### src/rtl/eep_pkg.sv
// Shared types for the two-wire memory slave.
package eep_pkg;
    // Protocol phases of the slave.
    typedef enum logic [2:0] {
        ST_IDLE,
        ST_ADDR,
        ST_ADDR_ACK,
        ST_WDATA,
        ST_WDATA_ACK,
        ST_RDATA,
        ST_RDATA_ACK,
        ST_WAIT_STOP
    } eep_state_e;
endpackage

### src/rtl/eep_line_sync.sv
// Synchronizes the bus clock and data lines and flags their events.
// Assumes both lines are asynchronous to clk and held for several clocks.
// Outputs are valid SYNC_STAGES+1 clocks after a line change.
module eep_line_sync #(
    parameter int SYNC_STAGES = 2
) (
    input  logic clk,
    input  logic rst_n,
    input  logic scl_i,
    input  logic sda_i,
    output logic scl_lvl,
    output logic sda_lvl,
    output logic scl_rise,
    output logic scl_fall,
    output logic start_det,
    output logic stop_det
);
    logic [SYNC_STAGES-1:0] scl_ff, sda_ff;
    logic scl_prev, sda_prev;

    // Synchronizer chains; the idle bus level is high.
    always_ff @(posedge clk) begin
        if (!rst_n) begin
            scl_ff <= '1;
            sda_ff <= '1;
        end else begin
            scl_ff <= {scl_ff[SYNC_STAGES-2:0], scl_i};
            sda_ff <= {sda_ff[SYNC_STAGES-2:0], sda_i};
        end
    end

    // Previous synchronized levels, used for edge detection.
    always_ff @(posedge clk) begin
        if (!rst_n) begin
            scl_prev <= 1'b1;
            sda_prev <= 1'b1;
        end else begin
            scl_prev <= scl_lvl;
            sda_prev <= sda_lvl;
        end
    end

    assign scl_lvl   = scl_ff[SYNC_STAGES-1];
    assign sda_lvl   = sda_ff[SYNC_STAGES-1];
    assign scl_rise  = scl_lvl & ~scl_prev;
    assign scl_fall  = ~scl_lvl & scl_prev;
    assign start_det = scl_lvl & scl_prev & sda_prev & ~sda_lvl;
    assign stop_det  = scl_lvl & scl_prev & ~sda_prev & sda_lvl;
endmodule

### src/rtl/eep_page_buf.sv
// Page buffer: one byte lane per page position, each with a valid flag.
// Clear wins over load; a load into a valid lane overwrites it.
module eep_page_buf #(
    parameter int LANES  = 4,
    parameter int DATA_W = 8,
    localparam int LANE_W = $clog2(LANES)
) (
    input  logic                         clk,
    input  logic                         rst_n,
    input  logic                         clr,
    input  logic                         load,
    input  logic [LANE_W-1:0]            lane,
    input  logic [DATA_W-1:0]            din,
    output logic [LANES-1:0][DATA_W-1:0] data,
    output logic [LANES-1:0]             valid
);
    for (genvar g = 0; g < LANES; g++) begin : g_lane
        logic [DATA_W-1:0] byte_q;
        logic              vld_q;

        // Holds one page byte until commit or clear.
        always_ff @(posedge clk) begin
            if (!rst_n || clr) begin
                byte_q <= '0;
                vld_q  <= 1'b0;
            end else if (load && lane == LANE_W'(g)) begin
                byte_q <= din;
                vld_q  <= 1'b1;
            end
        end

        assign data[g]  = byte_q;
        assign valid[g] = vld_q;
    end
endmodule

### src/rtl/eep_store.sv
// Byte array with a page-wide write port and an asynchronous read port.
// Stands in for the nonvolatile cells; cleared at reset.
module eep_store #(
    parameter int ADDR_W = 7,
    parameter int DATA_W = 8,
    parameter int LANES  = 4,
    localparam int WORDS  = 1 << ADDR_W,
    localparam int LANE_W = $clog2(LANES),
    localparam int BASE_W = ADDR_W - LANE_W
) (
    input  logic                         clk,
    input  logic                         rst_n,
    input  logic                         wr_en,
    input  logic [BASE_W-1:0]            wr_base,
    input  logic [LANES-1:0]             wr_mask,
    input  logic [LANES-1:0][DATA_W-1:0] wr_data,
    input  logic [ADDR_W-1:0]            rd_addr,
    output logic [DATA_W-1:0]            rd_data
);
    logic [DATA_W-1:0] mem [WORDS];

    // Writes every masked lane of the selected page in one clock.
    always_ff @(posedge clk) begin
        for (int w = 0; w < WORDS; w++) begin
            if (!rst_n) begin
                mem[w] <= '0;
            end else if (wr_en && wr_mask[w % LANES]
                         && wr_base == BASE_W'(w / LANES)) begin
                mem[w] <= wr_data[w % LANES];
            end
        end
    end

    assign rd_data = mem[rd_addr];
endmodule

### src/rtl/eep_busy_timer.sv
// Down-counter that models the self-timed write interval.
module eep_busy_timer #(
    parameter int BUSY_CYCLES = 1_000_000,
    localparam int CNT_W = $clog2(BUSY_CYCLES + 1)
) (
    input  logic clk,
    input  logic rst_n,
    input  logic start,
    output logic busy
);
    logic [CNT_W-1:0] cnt;

    // Loads the interval on start, then counts down to zero.
    always_ff @(posedge clk) begin
        if (!rst_n)          cnt <= '0;
        else if (start)      cnt <= CNT_W'(BUSY_CYCLES);
        else if (cnt != '0)  cnt <= cnt - 1'b1;
    end

    assign busy = (cnt != '0);
endmodule

### src/rtl/ser_eeprom_slave.sv
// Two-wire serial memory slave: protocol control, address counter,
// page buffer commit and busy gating.
// Assumes the first byte is ADDR_W address bits plus one direction bit,
// so DATA_W == ADDR_W + 1, and that bus phases last several clocks.
module ser_eeprom_slave
    import eep_pkg::*;
#(
    parameter int ADDR_W      = 7,
    parameter int DATA_W      = 8,
    parameter int PAGE_BYTES  = 4,
    parameter int SYNC_STAGES = 2,
    parameter int BUSY_CYCLES = 1_000_000
) (
    input  logic clk,
    input  logic rst_n,
    input  logic scl_i,
    input  logic sda_i,
    output logic sda_low_o,
    output logic standby_o
);
    localparam int LANE_W = $clog2(PAGE_BYTES);
    localparam int BASE_W = ADDR_W - LANE_W;
    localparam int BIT_W  = $clog2(DATA_W);
    localparam logic [BIT_W-1:0] LAST_BIT = BIT_W'(DATA_W - 1);

    eep_state_e              state;
    logic [BIT_W-1:0]        bitcnt;
    logic [DATA_W-1:0]       shreg;
    logic                    byte_done;
    logic [ADDR_W-1:0]       addr;
    logic                    rd_dir;
    logic                    mack;
    logic scl_lvl, sda_lvl, scl_rise, scl_fall, start_det, stop_det;
    logic                    busy, commit, buf_clr, buf_load, wr_phase;
    logic [PAGE_BYTES-1:0][DATA_W-1:0] pg_data;
    logic [PAGE_BYTES-1:0]   pg_valid;
    logic [DATA_W-1:0]       rd_data;

    eep_line_sync #(.SYNC_STAGES(SYNC_STAGES)) u_sync (
        .clk(clk), .rst_n(rst_n), .scl_i(scl_i), .sda_i(sda_i),
        .scl_lvl(scl_lvl), .sda_lvl(sda_lvl), .scl_rise(scl_rise),
        .scl_fall(scl_fall), .start_det(start_det), .stop_det(stop_det)
    );

    eep_page_buf #(.LANES(PAGE_BYTES), .DATA_W(DATA_W)) u_page (
        .clk(clk), .rst_n(rst_n), .clr(buf_clr), .load(buf_load),
        .lane(addr[LANE_W-1:0]), .din(shreg),
        .data(pg_data), .valid(pg_valid)
    );

    eep_store #(.ADDR_W(ADDR_W), .DATA_W(DATA_W), .LANES(PAGE_BYTES)) u_store (
        .clk(clk), .rst_n(rst_n), .wr_en(commit),
        .wr_base(addr[ADDR_W-1:LANE_W]), .wr_mask(pg_valid), .wr_data(pg_data),
        .rd_addr(addr), .rd_data(rd_data)
    );

    eep_busy_timer #(.BUSY_CYCLES(BUSY_CYCLES)) u_busy (
        .clk(clk), .rst_n(rst_n), .start(commit), .busy(busy)
    );

    // Buffer control: any bus condition empties it, a stop commits it first.
    assign commit   = stop_det && (|pg_valid);
    assign buf_clr  = start_det || stop_det;
    assign buf_load = (state == ST_WDATA) && scl_fall && byte_done
                      && !start_det && !stop_det;
    assign wr_phase = (state == ST_WDATA) || (state == ST_WDATA_ACK);

    // Protocol sequencer, advanced on synchronized bus events.
    always_ff @(posedge clk) begin
        if (!rst_n) begin
            state     <= ST_IDLE;
            bitcnt    <= '0;
            shreg     <= '0;
            byte_done <= 1'b0;
            addr      <= '0;
            rd_dir    <= 1'b0;
            mack      <= 1'b0;
        end else if (start_det) begin
            if (!busy) begin
                state     <= ST_ADDR;
                bitcnt    <= '0;
                byte_done <= 1'b0;
            end
        end else if (stop_det) begin
            state <= ST_IDLE;
        end else begin
            case (state)
                ST_ADDR, ST_WDATA: begin
                    if (scl_rise) begin
                        shreg  <= {shreg[DATA_W-2:0], sda_lvl};
                        bitcnt <= bitcnt + 1'b1;
                        if (bitcnt == LAST_BIT) byte_done <= 1'b1;
                    end else if (scl_fall && byte_done) begin
                        byte_done <= 1'b0;
                        if (state == ST_ADDR) begin
                            addr   <= shreg[DATA_W-1:1];
                            rd_dir <= shreg[0];
                            state  <= ST_ADDR_ACK;
                        end else begin
                            addr[LANE_W-1:0] <= addr[LANE_W-1:0] + 1'b1;
                            state <= ST_WDATA_ACK;
                        end
                    end
                end
                ST_ADDR_ACK: if (scl_fall) begin
                    bitcnt <= '0;
                    state  <= rd_dir ? ST_RDATA : ST_WDATA;
                end
                ST_WDATA_ACK: if (scl_fall) begin
                    bitcnt <= '0;
                    state  <= ST_WDATA;
                end
                ST_RDATA: if (scl_fall) begin
                    bitcnt <= bitcnt + 1'b1;
                    if (bitcnt == LAST_BIT) state <= ST_RDATA_ACK;
                end
                ST_RDATA_ACK: begin
                    if (scl_rise) mack <= ~sda_lvl;
                    else if (scl_fall) begin
                        if (mack) begin
                            addr   <= addr + 1'b1;
                            bitcnt <= '0;
                            state  <= ST_RDATA;
                        end else begin
                            state <= ST_WAIT_STOP;
                        end
                    end
                end
                default: ;
            endcase
        end
    end

    // Open-drain enable: acknowledge slots and zero bits of read data.
    always_comb begin
        case (state)
            ST_ADDR_ACK, ST_WDATA_ACK: sda_low_o = 1'b1;
            ST_RDATA:                  sda_low_o = ~rd_data[LAST_BIT - bitcnt];
            default:                   sda_low_o = 1'b0;
        endcase
    end

    assign standby_o = (state == ST_IDLE) && !busy;
endmodule

### config.mk
export PLATFORM = sky130hd
export DESIGN_NAME = ser_eeprom_slave
export DESIGN_NICKNAME = d
export VERILOG_FILES = /design/src/rtl/eep_pkg.sv /design/src/rtl/eep_line_sync.sv /design/src/rtl/eep_page_buf.sv /design/src/rtl/eep_store.sv /design/src/rtl/eep_busy_timer.sv /design/src/rtl/ser_eeprom_slave.sv
export SDC_FILE = /design/constraint.sdc
export NUM_CORES = 2
export LEC_CHECK = 0
export BUFFER_PORTS_ARGS = -buffer_cell sky130_fd_sc_hd__buf_2
export CORE_ASPECT_RATIO = 1.5
export CORE_MARGIN = 4
export CORE_UTILIZATION = 58
export CTS_CLUSTER_SIZE = 14
export DETAILED_ROUTE_END_ITERATION = 7
export HOLD_SLACK_MARGIN = 0.06
export PLACE_DENSITY = 0.82
export RECOVER_POWER = 25
export SLEW_MARGIN = 40
export SYNTH_ARGS = -nofsm -noshare
export SYNTH_HDL_FRONTEND = slang
export SYNTH_HIERARCHICAL = 1
export SYNTH_SLANG_ARGS = --single-unit
### constraint.sdc
create_clock -name clk -period 4.7 [get_ports clk]
set_input_delay 0.94 -clock clk [delete_from_list [all_inputs] [get_ports clk]]
set_output_delay 0.94 -clock clk [all_outputs]
set_load 0.005 [all_outputs]
# ---- Yosys cells after proc, flatten, opt, wreduce, memory -nomap -nowiden
# Memory sizes are Yosys's and may differ from the RTL's.
# Cells that the tools add are included.
dict set report classes {
  n_addsub 5
  magnitude_cmp 1
  eq_ne 64
  n_mux 558
  bitwise_logic 144
  n_reduce_logical 171
}
# operator n
set op_table {}
lappend op_table {{$mux W8} 128}
lappend op_table {{$mux W1} 393}
lappend op_table {{$logic_and A1 B1 Y1} 143}
lappend op_table {{$or A1 B1 Y1} 128}
lappend op_table {{$eq A5 B5 Y1 const B} 16}
lappend op_table {{$mux W3} 22}
lappend op_table {{$eq A5 B4 Y1 const B} 8}
lappend op_table {{$mux W20} 2}
lappend op_table {{$mux W7} 5}
lappend op_table {{$ne A4 B4 Y1 const B} 8}
lappend op_table {{$eq A5 B3 Y1 const B} 4}
lappend op_table {{$reduce_bool A20 Y1} 1}
lappend op_table {{$sub A20 B1 Y20 const B} 1}
lappend op_table {{$reduce_and A9 Y1} 2}
lappend op_table {{$ne A2 B2 Y1 const B} 8}
lappend op_table {{$ne A3 B3 Y1 const B} 5}
lappend op_table {{$pmux W3 S5} 1}
lappend op_table {{$pmux W7 S2} 1}
lappend op_table {{$eq A3 B3 Y1 const B} 4}
lappend op_table {{$pmux W3 S4} 1}
lappend op_table {{$eq A5 B2 Y1 const B} 2}
lappend op_table {{$reduce_and A10 Y1} 1}
lappend op_table {{$not A1 Y1} 9}
lappend op_table {{$reduce_and A4 Y1} 2}
lappend op_table {{other kinds (30)} 48}
dict set report word_totals {
  regBits 86
  mem_bits_rw 1024
  input_bits 4
  out_inout_bits 2
  wordCells 966
  n_memories 1
}
# memory depth word_bits read_ports rd_ports_with_merged_regs wr line_no
set memory_table {}
lappend memory_table {u_store.mem 128 8 1 0 128 eep_store.sv:20} ;# logic [DATA_W-1:0] mem [WORDS];

# ---- Longest topological paths before layout
dict set report depth {
  ltp_word 10
  mapped_depth 10
  ltp_nobuf 9
}

# ---- By module
# Netlist, hierarchy kept.
# mod instances cells_per_inst area_per_inst_um2 seq_area_each_um2
set by_module_without_submodules {}
lappend by_module_without_submodules {eep_store 1 2914 47037.6 30749.5}
lappend by_module_without_submodules {ser_eeprom_slave 1 197 1575.3 480.5}
lappend by_module_without_submodules {eep_page_buf 1 139 1510.2 720.7}
lappend by_module_without_submodules {eep_busy_timer 1 137 1202.4 400.4}
lappend by_module_without_submodules {eep_line_sync 1 16 190.2 120.1}

# ---- Least setup slack after synthesis
# OpenSTA, ideal clock, no wires.
dict set report synth_timing {
  path_type {register to output}
  from {register addr[0]}
  to {output sda_low_o}
  arrival_time_ps 3732
  t_required_ps 3760
  setup_slack_ps 28
  stages_incl_launch_ff 10
  n_path_buf 2
  path_cell_list {dfxtp_1 clkbuf_1 buf_1 mux4_2 mux4_2 mux4_2 mux2_2 mux4_2 mux2_2 o21ai_0}
}
dict set report synth_between {
  elab_chain_cells 5
}
# element line_no
set synth_rtl {}
lappend synth_rtl {{start: declaration} ser_eeprom_slave.sv:30} ;# logic [ADDR_W-1:0] addr;
lappend synth_rtl {{start signal: assignment} ser_eeprom_slave.sv:96} ;# addr <= shreg[DATA_W-1:1];
lappend synth_rtl {{start signal: indexed assignment} ser_eeprom_slave.sv:100} ;# addr[LANE_W-1:0] <= addr[LANE_W-1:0] + 1'b1;
lappend synth_rtl {{start signal: assignment} ser_eeprom_slave.sv:121} ;# addr <= addr + 1'b1;
lappend synth_rtl {{$mem_v2 Z128 W8} n/a}
lappend synth_rtl {{named net rd_data[0]} ser_eeprom_slave.sv:37} ;# logic [DATA_W-1:0] rd_data;
lappend synth_rtl {{$bmux W1 S3} ser_eeprom_slave.sv:138} ;# ST_RDATA: sda_low_o = ~rd_data[LAST_BIT - bitcnt];
lappend synth_rtl {{$mux W1 (not written as such)} ser_eeprom_slave.sv:138}
lappend synth_rtl {{$not A1 Y1} ser_eeprom_slave.sv:138}
lappend synth_rtl {{$pmux W1 S2} ser_eeprom_slave.sv:136} ;# case (state)
lappend synth_rtl {{end: declaration} ser_eeprom_slave.sv:18} ;# output logic sda_low_o,
# The timed path passes the listed nets, and every way through them passes these cells. The select of a mux whose other input is x is not followed.

# ---- Final worst setup path
# Same ends and word-level chain as after synthesis.

==> metrics <==
status=finished, violations left; failing checks=capacitance limit, slew limit, setup timing; # IOs=6; kind of critical path=flop to output port; post-route cell area=57,000 µm²; Routed WL per cell=30.8 µm; leading area contributor after synthesis=edfxtp_1; CP Launch Point=addr[0]; first-pass GRT wire length=210,000 µm; final hold violation count=0; clk slew on worst S/H paths=0.06 ns; total CTS buffers=around 100; vias in the first global route=31.6k; TNS Setup=-2.37 ns; Layout area overhead=10.7%; FF-to-FF Start=u_sync/sda_ff[1]; element type at the critical path end=output port; final slew viol count=164; RSZ-0062 raised after global routing=yes; CTS sink count=1,110; VDD IR max=0.000831 V; Netlist cell types=72; startpoint types=flop; placed cell areas=roughly 54,000 µm²; GRT overflow=0; maximum clock insertion buffer count=3; final worst slack=-0.828 ns; Static Leak=approximately 19 nW; largest fanout on the critical path=9; Clock power frac=34.5%; combinational power share=15.3%; DRC Markers=0; num rows=133; Fin Clk Skew=0.0289 ns; WP data arrival=between 4 and 5 ns; sequential share of power=50.2%; ys async rst share=0%; worst hold path type=flop to flop; Switching Share=24.4%; port buffer count=5; Vias per Instance=6.66; Placer Congestion=0.937; Net Switching=5.60 mW; die area=between 90,000 and 100,000 µm²; pre-CTS setup slack=-0.296 ns; Tot GR Track Use=between 30% and 40%; Routed Antenna Nets=0; worst hold start=u_sync/scl_ff[0]; mapped cell area=between 50,000 and 60,000 µm²; EDFF count, synth=1,024; # fillers=5,834; crit path time final=about 5.5 ns; Initial Utilization=58.6%; Syn Area/Cell=roughly 15 µm²; maximum clock rate=0.181 GHz; register area share after synthesis=63.0%; max cap viols=3; TritonCTS clock tree=built; Int Pwr=17.3 mW; Slew Limit Headroom=-23.1%; Clk Latency, worst-skew pair=approximately 0.7 ns; pin count of the biggest net entering global routing=87; Core ar.=87,900 µm²; layout net count=3,470; Mapped Cells=3,403; endpoints failing setup=10; initial antenna violation count=5; First-pass DRT Iterations=5; YS warnings=6; synth top area cells=edfxtp_1 (60%), mux4_2 (15%), and2_1 (12%), dfxtp_1 (3.3%), o21ai_0 (1.3%); die span in x=251 µm; height of the die=373 µm; Power, Total=22.9 mW; Iter 0 DRT Violations=4,611; depth of the CTS H-tree=3; Post-Syn Nets=3,412; share of Yosys cell area claimed by the top area cell type=59.7%; total wire length=144,000 µm; via count=31.2k; CP Data Required Time=3.76 ns; worst slew pin tran=1.85 ns; DP HPWL=slightly above 90,000 µm; clk root buf=clkbuf_16; layout cells sized above 1=19.7%; Yosys reg bits=between 1k and 1.5k; top_reg_cell synth=edfxtp_1; Tcrit/Tclk final=118%; P per Cell Area=402 nW/µm²
stage by stage:
step | util (%) | cells | hold WS (ns)
global placement | 61.2 | 4494 | 0.390
finish | 64.9 | 4684 | 0.409
detailed placement | 61.3 | 4494 | 0.401
floorplan | - | 3403 | 0.386
CTS | 64.9 | 4672 | 0.399
global route | 64.9 | 4678 | 0.425
layout by cell type, fill, tap and decap left out, drive strengths merged, types with 4 or more instances in the layout:
cell type  synthesis  routed
and3               6       6
mux4             338     338
nand2             87      87
edfxtp          1024    1024
nor4               8       8
mux2              10      10
nor3b              5       5
inv               15      16
a2111oi            4       4
nand3             13      13
nor2b              6       6
or3                6       6
ha                 5       5
o211ai             5       5
diode              0       6
mux2i             44      44
clkinv             1      33
a31oi              4       4
nand2b            20      20
and3b              6       6
buf               68     158
a211oi             4       4
nor3              17      17
clkbuf           180     176
bufinv             0       7
a21oi             29      29
dfxtp             86      86
and2            1028    1028
nor2             149     149
o21ai            140     140
nand3b            44      44
o31ai              6       6
worst max-delay path, cell delays in order, from the launching register on:
cell	delay, ns
dfxtp_4	0.37
buf_12	0.15
buf_12	0.16
buf_12	0.15
mux4_2	0.58
mux4_2	0.52
mux4_2	0.57
mux2_2	0.30
mux4_2	0.48
mux2_4	0.34
o21ai_2	0.13
buf_2	0.13
path summary, 6_finish.rpt:
| check | to | slack, ns | cells past startpoint |
|---|---|---|---|
| max reg2reg | u_page/g_lane[0].byte_q[6] | 1.21 | 7 |
| max | sda_low_o | -0.83 | 11 |
| min reg2reg | u_sync/scl_ff[1] | 0.41 | 1 |
| min | u_sync/scl_ff[1] | 0.41 | 1 |
sequential cells by signal, indices dropped and copies added, names as in the netlist:
| signal | flops |
|---|---|
| u_sync/sda_prev | 1 |
| bitcnt | 3 |
| u_busy/cnt | 20 |
| addr | 7 |
| mack | 1 |
| u_store/mem | 1024 |
| u_page/g_lane.byte_q | 32 |
| u_page/g_lane.vld_q | 4 |
| u_sync/sda_ff | 2 |
| u_sync/scl_prev | 1 |
| u_sync/scl_ff | 2 |
| rd_dir | 1 |
| byte_done | 1 |
| shreg | 8 |
| state | 3 |
routing by layer:
layer  share of wire, %  global-route usage (%)  wire, µm
met1                 31                    36.1     45200
met5              0.011                       0        16
met3                 11                    5.34     15300
met2                 51                    52.0     73200
met4                7.2                    19.0     10400
what timing repair did:
item,CTS,global route
hold buffers,0,0
setup buffers,7,2
gates cloned,0,4
resized for setup,5,4
endpoints found under the setup margin,1,1
power groups by stage:
| stage | Combinational, mW | Sequential, mW | Clock [mW] |
|---|---|---|---|
| floorplan | 2.50 | 11.6 | 0 |
| global placement | 3.30 | 11.7 | 0 |
| detailed placement | 3.35 | 11.7 | 0 |
| CTS | 3.42 | 11.5 | 7.96 |
| global route | 3.69 | 11.5 | 8.38 |
| finish | 3.52 | 11.5 | 7.91 |
synthesized netlist by cell type (4+ instances only):
master / number
a21oi_1: 29
nor3b_1: 5
nand2_1: 86
and3_1: 5
ha_1: 5
buf_2: 23
buf_1: 23
a31oi_1: 4
o31ai_1: 6
nand3_1: 12
nor3_1: 17
mux4_2: 338
buf_6: 4
o21ai_0: 137
nand3b_1: 44
nor2_1: 147
o211ai_1: 4
edfxtp_1: 1024
inv_1: 13
and2_1: 1028
buf_4: 18
nand2b_1: 20
mux2i_1: 44
mux2_2: 9
nor4_1: 5
a2111oi_2: 4
dfxtp_1: 86
or3_1: 6
clkbuf_1: 180
and3b_1: 6
nor2b_1: 6
layout make-up:
class / count / area, µm² / area share (%)
Clock buffer: 129 / 2690 / 4.71
Multi-Input combinational cell: 2029 / 18000 / 31.5
Timing Repair Buffer: 205 / 1890 / 3.32
Clock inverter: 42 / 384 / 0.674
Antenna cell: 6 / 15.0 / 0.0263
Tap cell: 1147 / 1440 / 2.52
Sequential cell: 1110 / 32600 / 57.2
Inverter: 16 / 60.1 / 0.105
cell families after synthesis:
family	share of synthesized area [%]
AO/OA/AOI/OAI	2.58
AND/OR/NAND/NOR	16.2
adder cells (fa/ha/maj)	0.121
multiplexers	15.9
flip-flops	63.0
buffers and inverters	2.17
No activity file was read; power rests on OpenSTA's default activity.
